<file path="src/rtl/psram_pwr_pkg.sv">
package psram_pwr_pkg;

  typedef enum logic [1:0] {
    ST_WAIT  = 2'd0,
    ST_READY = 2'd1,
    ST_SLEEP = 2'd2
  } pwrState_t;

  // strobes from control to datapath
  typedef struct packed {
    logic loadCnt;
    logic decCnt;
    logic setLost;
    logic clrLost;
  } pwrStrobe_t;

endpackage

</file>
<file path="src/rtl/psram_pwr_dp.sv">
module psram_pwr_dp
  import psram_pwr_pkg::*;
#(
  parameter int WAIT_CYC = 20001,
  parameter int CNT_W    = $clog2(WAIT_CYC + 1)
) (
  input  logic       clk,
  input  logic       rstN,
  input  pwrStrobe_t strb,
  output logic       cntLast,
  output logic       dataLost
);

  logic [CNT_W-1:0] waitCnt;

  // settle counter, loaded on power-up and on every wake
  always_ff @(posedge clk or negedge rstN) begin
    if (!rstN) begin
      waitCnt <= CNT_W'(WAIT_CYC);
    end else if (strb.loadCnt) begin
      waitCnt <= CNT_W'(WAIT_CYC);
    end else if (strb.decCnt) begin
      waitCnt <= waitCnt - CNT_W'(1);
    end
  end

  assign cntLast = (waitCnt == CNT_W'(1));

  // sticky lost flag; a set wins over a clear
  always_ff @(posedge clk or negedge rstN) begin
    if (!rstN) begin
      dataLost <= 1'b0;
    end else if (strb.setLost) begin
      dataLost <= 1'b1;
    end else if (strb.clrLost) begin
      dataLost <= 1'b0;
    end
  end

endmodule

</file>
<file path="src/rtl/psram_pwr_ctl.sv">
module psram_pwr_ctl
  import psram_pwr_pkg::*;
(
  input  logic       clk,
  input  logic       rstN,
  input  logic       sleepReq,
  input  logic       wakeReq,
  input  logic       busy,
  input  logic       lostAck,
  input  logic       cntLast,
  output pwrStrobe_t strb,
  output logic       memPowerOn,
  output logic       ready
);

  pwrState_t state, stateNxt;
  logic      sleepPend;
  logic      sleepTake;

  assign sleepTake = (state == ST_READY) && (sleepReq || sleepPend) && !busy;

  always_comb begin
    stateNxt = state;
    strb     = '0;
    strb.clrLost = lostAck;
    unique case (state)
      ST_WAIT: begin
        strb.decCnt = 1'b1;
        if (cntLast) stateNxt = ST_READY;
      end
      ST_READY: begin
        if (sleepTake) stateNxt = ST_SLEEP;
      end
      ST_SLEEP: begin
        if (wakeReq) begin
          stateNxt     = ST_WAIT;
          strb.loadCnt = 1'b1;
          strb.setLost = 1'b1;
        end
      end
      default: stateNxt = ST_WAIT;
    endcase
  end

  always_ff @(posedge clk or negedge rstN) begin
    if (!rstN) begin
      state <= ST_WAIT;
    end else begin
      state <= stateNxt;
    end
  end

  // a sleep request held off by busy is remembered until taken
  always_ff @(posedge clk or negedge rstN) begin
    if (!rstN) begin
      sleepPend <= 1'b0;
    end else if (state != ST_READY || sleepTake) begin
      sleepPend <= 1'b0;
    end else if (sleepReq && busy) begin
      sleepPend <= 1'b1;
    end
  end

  assign memPowerOn = (state != ST_SLEEP);
  assign ready      = (state == ST_READY);

endmodule

</file>
<file path="src/rtl/psram_pwr_seq.sv">
module psram_pwr_seq
  import psram_pwr_pkg::*;
#(
  parameter int CLK_MHZ = 100,
  parameter int WAIT_US = 200
) (
  input  logic clk,
  input  logic rstN,
  input  logic sleepReq,
  input  logic wakeReq,
  input  logic busy,
  input  logic lostAck,
  output logic memPowerOn,
  output logic ready,
  output logic dataLost
);

  // strictly longer than the settle time
  localparam int WAIT_CYC = CLK_MHZ * WAIT_US + 1;
  localparam int CNT_W    = $clog2(WAIT_CYC + 1);

  pwrStrobe_t strb;
  logic       cntLast;

  psram_pwr_ctl ctl_i (
    .clk       (clk),
    .rstN      (rstN),
    .sleepReq  (sleepReq),
    .wakeReq   (wakeReq),
    .busy      (busy),
    .lostAck   (lostAck),
    .cntLast   (cntLast),
    .strb      (strb),
    .memPowerOn(memPowerOn),
    .ready     (ready)
  );

  psram_pwr_dp #(
    .WAIT_CYC(WAIT_CYC),
    .CNT_W   (CNT_W)
  ) dp_i (
    .clk     (clk),
    .rstN    (rstN),
    .strb    (strb),
    .cntLast (cntLast),
    .dataLost(dataLost)
  );

endmodule

</file>
<file path="config.mk">
export PLATFORM = sky130hd
export DESIGN_NAME = psram_pwr_seq
export DESIGN_NICKNAME = d
export VERILOG_FILES = /design/src/rtl/psram_pwr_pkg.sv /design/src/rtl/psram_pwr_dp.sv /design/src/rtl/psram_pwr_ctl.sv /design/src/rtl/psram_pwr_seq.sv
export SDC_FILE = /design/constraint.sdc
export NUM_CORES = 1
export LEC_CHECK = 0
export CAP_MARGIN = 30
export CORE_MARGIN = 1.5
export CORE_UTILIZATION = 59
export DETAILED_ROUTE_END_ITERATION = 16
export PLACE_DENSITY = 0.81
export SYNTH_ARGS = -nofsm -noshare
export SYNTH_HDL_FRONTEND = slang
export SYNTH_HIERARCHICAL = 1
export SYNTH_SLANG_ARGS = --single-unit
</file>
<file path="constraint.sdc">
create_clock -name clk -period 3.1 [get_ports clk]
set_input_delay 0.465 -clock clk [delete_from_list [all_inputs] [get_ports clk]]
set_output_delay 0.465 -clock clk [all_outputs]
set_load 0.05 [all_outputs]
</file>
==> results of run 1 <==
through the flow:
step           area (um2)  power (mW)
2_1_floorplan        1020       0.726
3_3_place_gp         1090       0.790
3_5_place_dp         1090       0.811
4_1_cts              1120       0.943
5_1_grt              1120        1.02
6_report             1120       0.940
area by class of cell:
type | count | area, um2 | share of cell area
Multi-Input combinational cell | 69 | 488 | 0.435
Sequential cell | 19 | 483 | 0.431
Timing Repair Buffer | 9 | 87.6 | 0.0781
Clock buffer | 3 | 22.5 | 0.0201
Tap cell | 16 | 20.0 | 0.0179
Inverter | 4 | 15.0 | 0.0134
Clock inverter | 1 | 5.00 | 0.00446
sequential cells by signal, summed over array words and instances, names as in the netlist:
register and flops:
dp_i/waitCnt 15, ctl_i/state 2, ctl_i/sleepPend 1, dp_i/dataLost 1
layout by cell type (no fill, tap or decap), types with 2 or more instances in the layout:
| master | n |
|---|---|
| a21oi_1 | 2 |
| nand3_1 | 2 |
| inv_1 | 4 |
| clkdlybuf4s50_1 | 8 |
| o31ai_1 | 3 |
| nand2b_1 | 5 |
| clkbuf_4 | 3 |
| nand2_1 | 4 |
| dfstp_2 | 6 |
| nor2_1 | 15 |
| dfrtp_1 | 13 |
| xor2_1 | 9 |
| or4_1 | 3 |
| nand4_1 | 3 |
| nor4_1 | 2 |
| ha_1 | 2 |
power by group through the flow:
| stage | combinational [mW] | clock, mW | sequential (mW) |
|---|---|---|---|
| after global placement | 0.306 | 0 | 0.484 |
| final | 0.326 | 0.123 | 0.491 |
| after floorplan | 0.259 | 0 | 0.468 |
| after detailed placement | 0.319 | 0 | 0.492 |
| after CTS | 0.326 | 0.128 | 0.489 |
| after global routing | 0.373 | 0.140 | 0.504 |
worst max-delay path, stage by stage (launching register included):
cell	delay, ns
dfrtp_1	0.43
nor2b_4	0.21
clkdlybuf4s50_1	0.81
kinds of logic after synthesis:
group,count (synthesis),synth area share
AOI/OAI and AO/OA,12,0.0961
and+or+nand+nor,45,0.273
xor gates and xnor gates,10,0.0862
adders and majority gates,2,0.0246
DFF,19,0.475
buffers and inverters,8,0.0443
routing by layer:
layer	global-route usage	up-vias
met5	0	-
met4	0.127	0
met3	0.0531	12
met2	0.388	21
met1	0.305	369
li1	-	353
path summary, 6_finish.rpt:
path / startpoint / end / slack [ns] / cells past startpoint
max in group asynchronous: rstN / dp_i/waitCnt[2] / 1.96 / 1
max: ctl_i/state[0] / ready / 0.89 / 2
max reg2reg: ctl_i/state[1] / dp_i/waitCnt[13] / 1.11 / 5
min in group asynchronous: rstN / dp_i/waitCnt[12] / 0.63 / 1
min: dp_i/dataLost / dp_i/dataLost / 0.50 / 1
min reg2reg: dp_i/dataLost / dp_i/dataLost / 0.50 / 1
==> results.toml, run 1 <==
[routing]
drt-met1-wl_um = 841
drc = 0
via_per_inst = 6.24
drtIter0Drc = 18
top_layer = "met4"
wl_met3_um = 48
ant_nets = 0
wirelength_mm = 1.89
wl_met2_um = 944
vias = 755
drtPass1Iterations = 4
routedWlPerCell_um = 15.6

[worst_setup_path]
critPathLaunchType = "flop"
criticalPathCategory = "flop to output port"
cp-end-kind = "output port"
cp_data_arrival_time_ns = 1.75
cp_max_fo = 5
crit_required_ns = 2.63

[power]
p_seq_frac = 0.522
swShare = 0.398
pwr-share-comb = 0.347
p_leak_nw = 0.479
power_frac_clock = 0.131
powerDensity_nw_per_um2 = 838
irDropWorstVdd_mv = 0.438
p_int_mw = 0.565
power_switching_mw = 0.374

[logic_synthesis]
synth.most_common_cell = "nor2_1"
synth_seq_area_share = 0.475
synth_cells = 96
synth_cell_type_count = 34
synth_seq_cells = 19
synthesis.nets = 104
synthTopCellsByArea = "dfrtp_1, dfstp_2, xor2_1"
synth_commonest_cells = "nor2_1, dfrtp_1, xor2_1, dfstp_2, nand2b_1"
synth_edf_count = 0
async_reset_ff_frac = 1.00
synth_top_area_frac = 0.320
synth.largest_area_cell = "dfrtp_1"
yosysWarnings = 6
avgSynthCellArea_um2 = 10.6
yosys_most_used_dff = "dfrtp_1"
syn_area_um2 = 1020

[timing]
rsz0062_at_grt = "no"
fin_crit_sh = 0.713
final_max_slew_viol_count = 0
setup_tns_ns = 0
fmax_ghz = 0.452
worst_pin_slew_ns = 0.820
setup_viol = 0
post-route-min-period_ns = 2.21
whs_ns = 0.496
timing.final.ws_setup_ns = 0.888
skew_ns = 0.00793
relSlewSlack = 0.451
final_hold_viol_count = 0

[global_routing]
grt_max_degree = 20
grt_pass1_wl_mm = 3.42
grt_use_total = 0.243
gr-total-overflow = 0
grt_pass1_vias = 780
antenna_found_initial = 0

[final_layout]
drive_gt1_frac = 0.171
area_growth_pct = 10.3
fin_util = 0.719
nFillCells = 122
n_antenna_cell = 0
layout.nets = 114
layout.cells.non_filler = 121

[placement]
place_inst = 117
dp_slack_ns = 0.844
dp_hpwl_mm = 1.35
portBuffers = 8
globalplace.congestion = 0.794

[status]
status = "finished, final reports clean"

[floorplan]
start_util = 0.652
die_h_um = 44.5
io_pins = 9
die_x_um = 44.5
die_area_um2 = 1980
coreArea_um2 = 1560
row_count = 14

[clock_network]
ctsHoldBuffers = 0
clk_path_buf_depth = 2
cts_setup_buffers = 0
cts-buffers-inserted = 3
worstSkewPairLatency_ns = 0.30
clock-sinks = 19
cts_root_buffer = "clkbuf_4"
htreeDepth = 1
cts_resized = 0
cts_tree = "yes"
path_clk_slew_ns = 0.11

[hold_path]
hold_path_class = "flop to flop"

[run]
drv_cap = 0
Power figures use the tool's default switching activity.
==> run 2, diff against run 1 <==
--- a/config.mk
+++ b/config.mk
@@ -7,9 +7,9 @@
 export LEC_CHECK = 0
 export CAP_MARGIN = 30
 export CORE_MARGIN = 1.5
-export CORE_UTILIZATION = 59
+export CORE_UTILIZATION = 50
 export DETAILED_ROUTE_END_ITERATION = 16
-export PLACE_DENSITY = 0.81
+export PLACE_DENSITY = 0.73
 export SYNTH_ARGS = -nofsm -noshare
 export SYNTH_HDL_FRONTEND = slang
 export SYNTH_HIERARCHICAL = 1
==> constraint.sdc (replaced) <==
create_clock -name clk -period 1.9 [get_ports clk]
set_input_delay 0.285 -clock clk [delete_from_list [all_inputs] [get_ports clk]]
set_output_delay 0.285 -clock clk [all_outputs]
set_load 0.05 [all_outputs]
==> results.toml, run 2 (same netlist as run 1, synthesis figures left out) <==
[timing]
setup_tns_ns = 0
rsz0062_at_grt = "no"
fmax_ghz = 0.575
relSlewSlack = 0.673
fin_crit_sh = 0.915
post-route-min-period_ns = 1.74
skew_ns = 0.00484
timing.final.ws_setup_ns = 0.161
final_hold_viol_count = 0
worst_pin_slew_ns = 0.490
setup_viol = 0
final_max_slew_viol_count = 0

[worst_setup_path]
criticalPathCategory = "flop to flop"
timing.rr.start = "dp_i/waitCnt[0]"
crit_required_ns = 2.13
reg2reg_slack_ns = 0.16
cp_max_fo = 4
critPathLaunchType = "flop"
reg2reg_depth = 5
rr_endpoint = "ctl_i/state[0]"
cp_data_arrival_time_ns = 1.97
cp-end-kind = "flop"

[floorplan]
die_h_um = 48.1
row_count = 16
die_area_um2 = 2310
die_x_um = 48.1
coreArea_um2 = 1940
io_pins = 9
start_util = 0.523

[routing]
ant_nets = 0
drc = 0
vias = 733
via_per_inst = 5.31
wirelength_mm = 1.80
drtIter0Drc = 9
routedWlPerCell_um = 13.0
drtPass1Iterations = 4

[final_layout]
drive_gt1_frac = 0.243
final_cell_mix = "nor2_1, dfrtp_1, xor2_1, buf_4"
layout.nets = 120
final_common_cell = "nor2_1"
layout.cells.non_filler = 138
area_growth_pct = 17.1
largest_register_ffs = 15
largest-register = "dp_i/waitCnt"
top_regs = "dp_i/waitCnt: 15 flops, ctl_i/state: 2 flops"
final_area_um2 = 1190
n_antenna_cell = 0
nFillCells = 178

[global_routing]
antenna_found_initial = 0
grt_pass1_vias = 649
use_met3 = 0.0340
met1_usage = 0.256
grt-busiest-layer = "met2"
grt_max_degree = 20
grt_pass1_wl_mm = 2.96
met2_usage = 0.288
grt_use_total = 0.189
gr-total-overflow = 0

[placement]
portBuffers = 8
dp_slack_ns = 0.00987
post_dp_cell_area_um2 = 1160
globalplace.congestion = 0.721
place_inst = 134
dp_hpwl_mm = 1.29

[power]
powerDensity_nw_per_um2 = 1330
swShare = 0.390
power_switching_mw = 0.617
p_int_mw = 0.964
pwr-share-comb = 0.356
power_frac_clock = 0.130
irDropWorstVdd_mv = 0.775
power_mw = 1.58
p_seq_frac = 0.514
p_leak_nw = 0.509

[clock_network]
cts-buffers-inserted = 3
htreeDepth = 1
worstSkewPairLatency_ns = 0.30
cts_setup_buffers = 0
clock-sinks = 19
ctsHoldBuffers = 0
clk_path_buf_depth = 2
path_clk_slew_ns = 0.11
cts_root_buffer = "clkbuf_4"
cts_tree = "yes"

[run]
drv_cap = 0

[hold_path]
hold_path_class = "input port to async pin"

[status]
status = "finished, final reports clean"
run 2: changes by cell type in the layout (fill, tap and decap cells not counted), sizes merged:
cell           change
clkbuf             +1
buf                +8
clkinv             -1
clkdlybuf4s50      -2
run 2: what timing repair did:
item / in CTS / in global routing
hold endpoints to repair: 0 / 0
setup endpoints to repair: 0 / 2
resized for setup: 0 / 1
run 2: routing by layer:
layer / vias up / part of all wire
met4: 0 / 0.019
met2: 14 / 0.49
met1: 351 / 0.46
met3: 6 / 0.026
li1: 362 / -
met5: - / 0
run 2: worst max-delay path: stages (launching register included):
cell and delay [ns]:
dfstp_2 0.57, ha_1 0.14, or4b_1 0.43, nor4_1 0.24, nor2_1 0.09, a211oi_2 0.19
run 2: worst max path at each step:
stage | slack [ns] | end | depth (start not counted) | startpoint
floorplan | 0.02 | dp_i/waitCnt[14] | 8 | ctl_i/state[0]
global placement | 0.06 | dp_i/waitCnt[14] | 7 | wakeReq
detailed placement | 0.01 | dp_i/waitCnt[14] | 7 | wakeReq
CTS | 0.13 | dp_i/waitCnt[14] | 6 | dp_i/waitCnt[1]
global route | 0.01 | dp_i/waitCnt[12] | 6 | dp_i/waitCnt[1]
finish | 0.16 | ctl_i/state[0] | 5 | dp_i/waitCnt[0]
run 2: area by class of cell:
type / instances / area, um2 / share of cell area
Multi-Input combinational cell: 69 / 504 / 0.424
Timing Repair Buffer: 15 / 128 / 0.107
Tap cell: 27 / 33.8 / 0.0284
Clock buffer: 4 / 26.3 / 0.0221
Sequential cell: 19 / 483 / 0.406
Inverter: 4 / 15.0 / 0.0126
run 2: power by group through the flow:
stage                     clock network [mW]  logic, mW  registers (mW)
after floorplan                            0      0.426           0.765
after global placement                     0      0.534           0.790
after detailed placement                   0      0.556           0.809
after CTS                              0.219      0.561           0.802
after global routing                   0.233      0.636           0.841
final                                  0.206      0.562           0.812
run 2: stage by stage:
stage                      util  hold slack (ns)
final                     0.613            0.302
after global routing      0.613            0.324
after CTS                 0.610            0.302
after detailed placement  0.596            0.468
after global placement    0.596            0.462
after floorplan               -          -0.0106
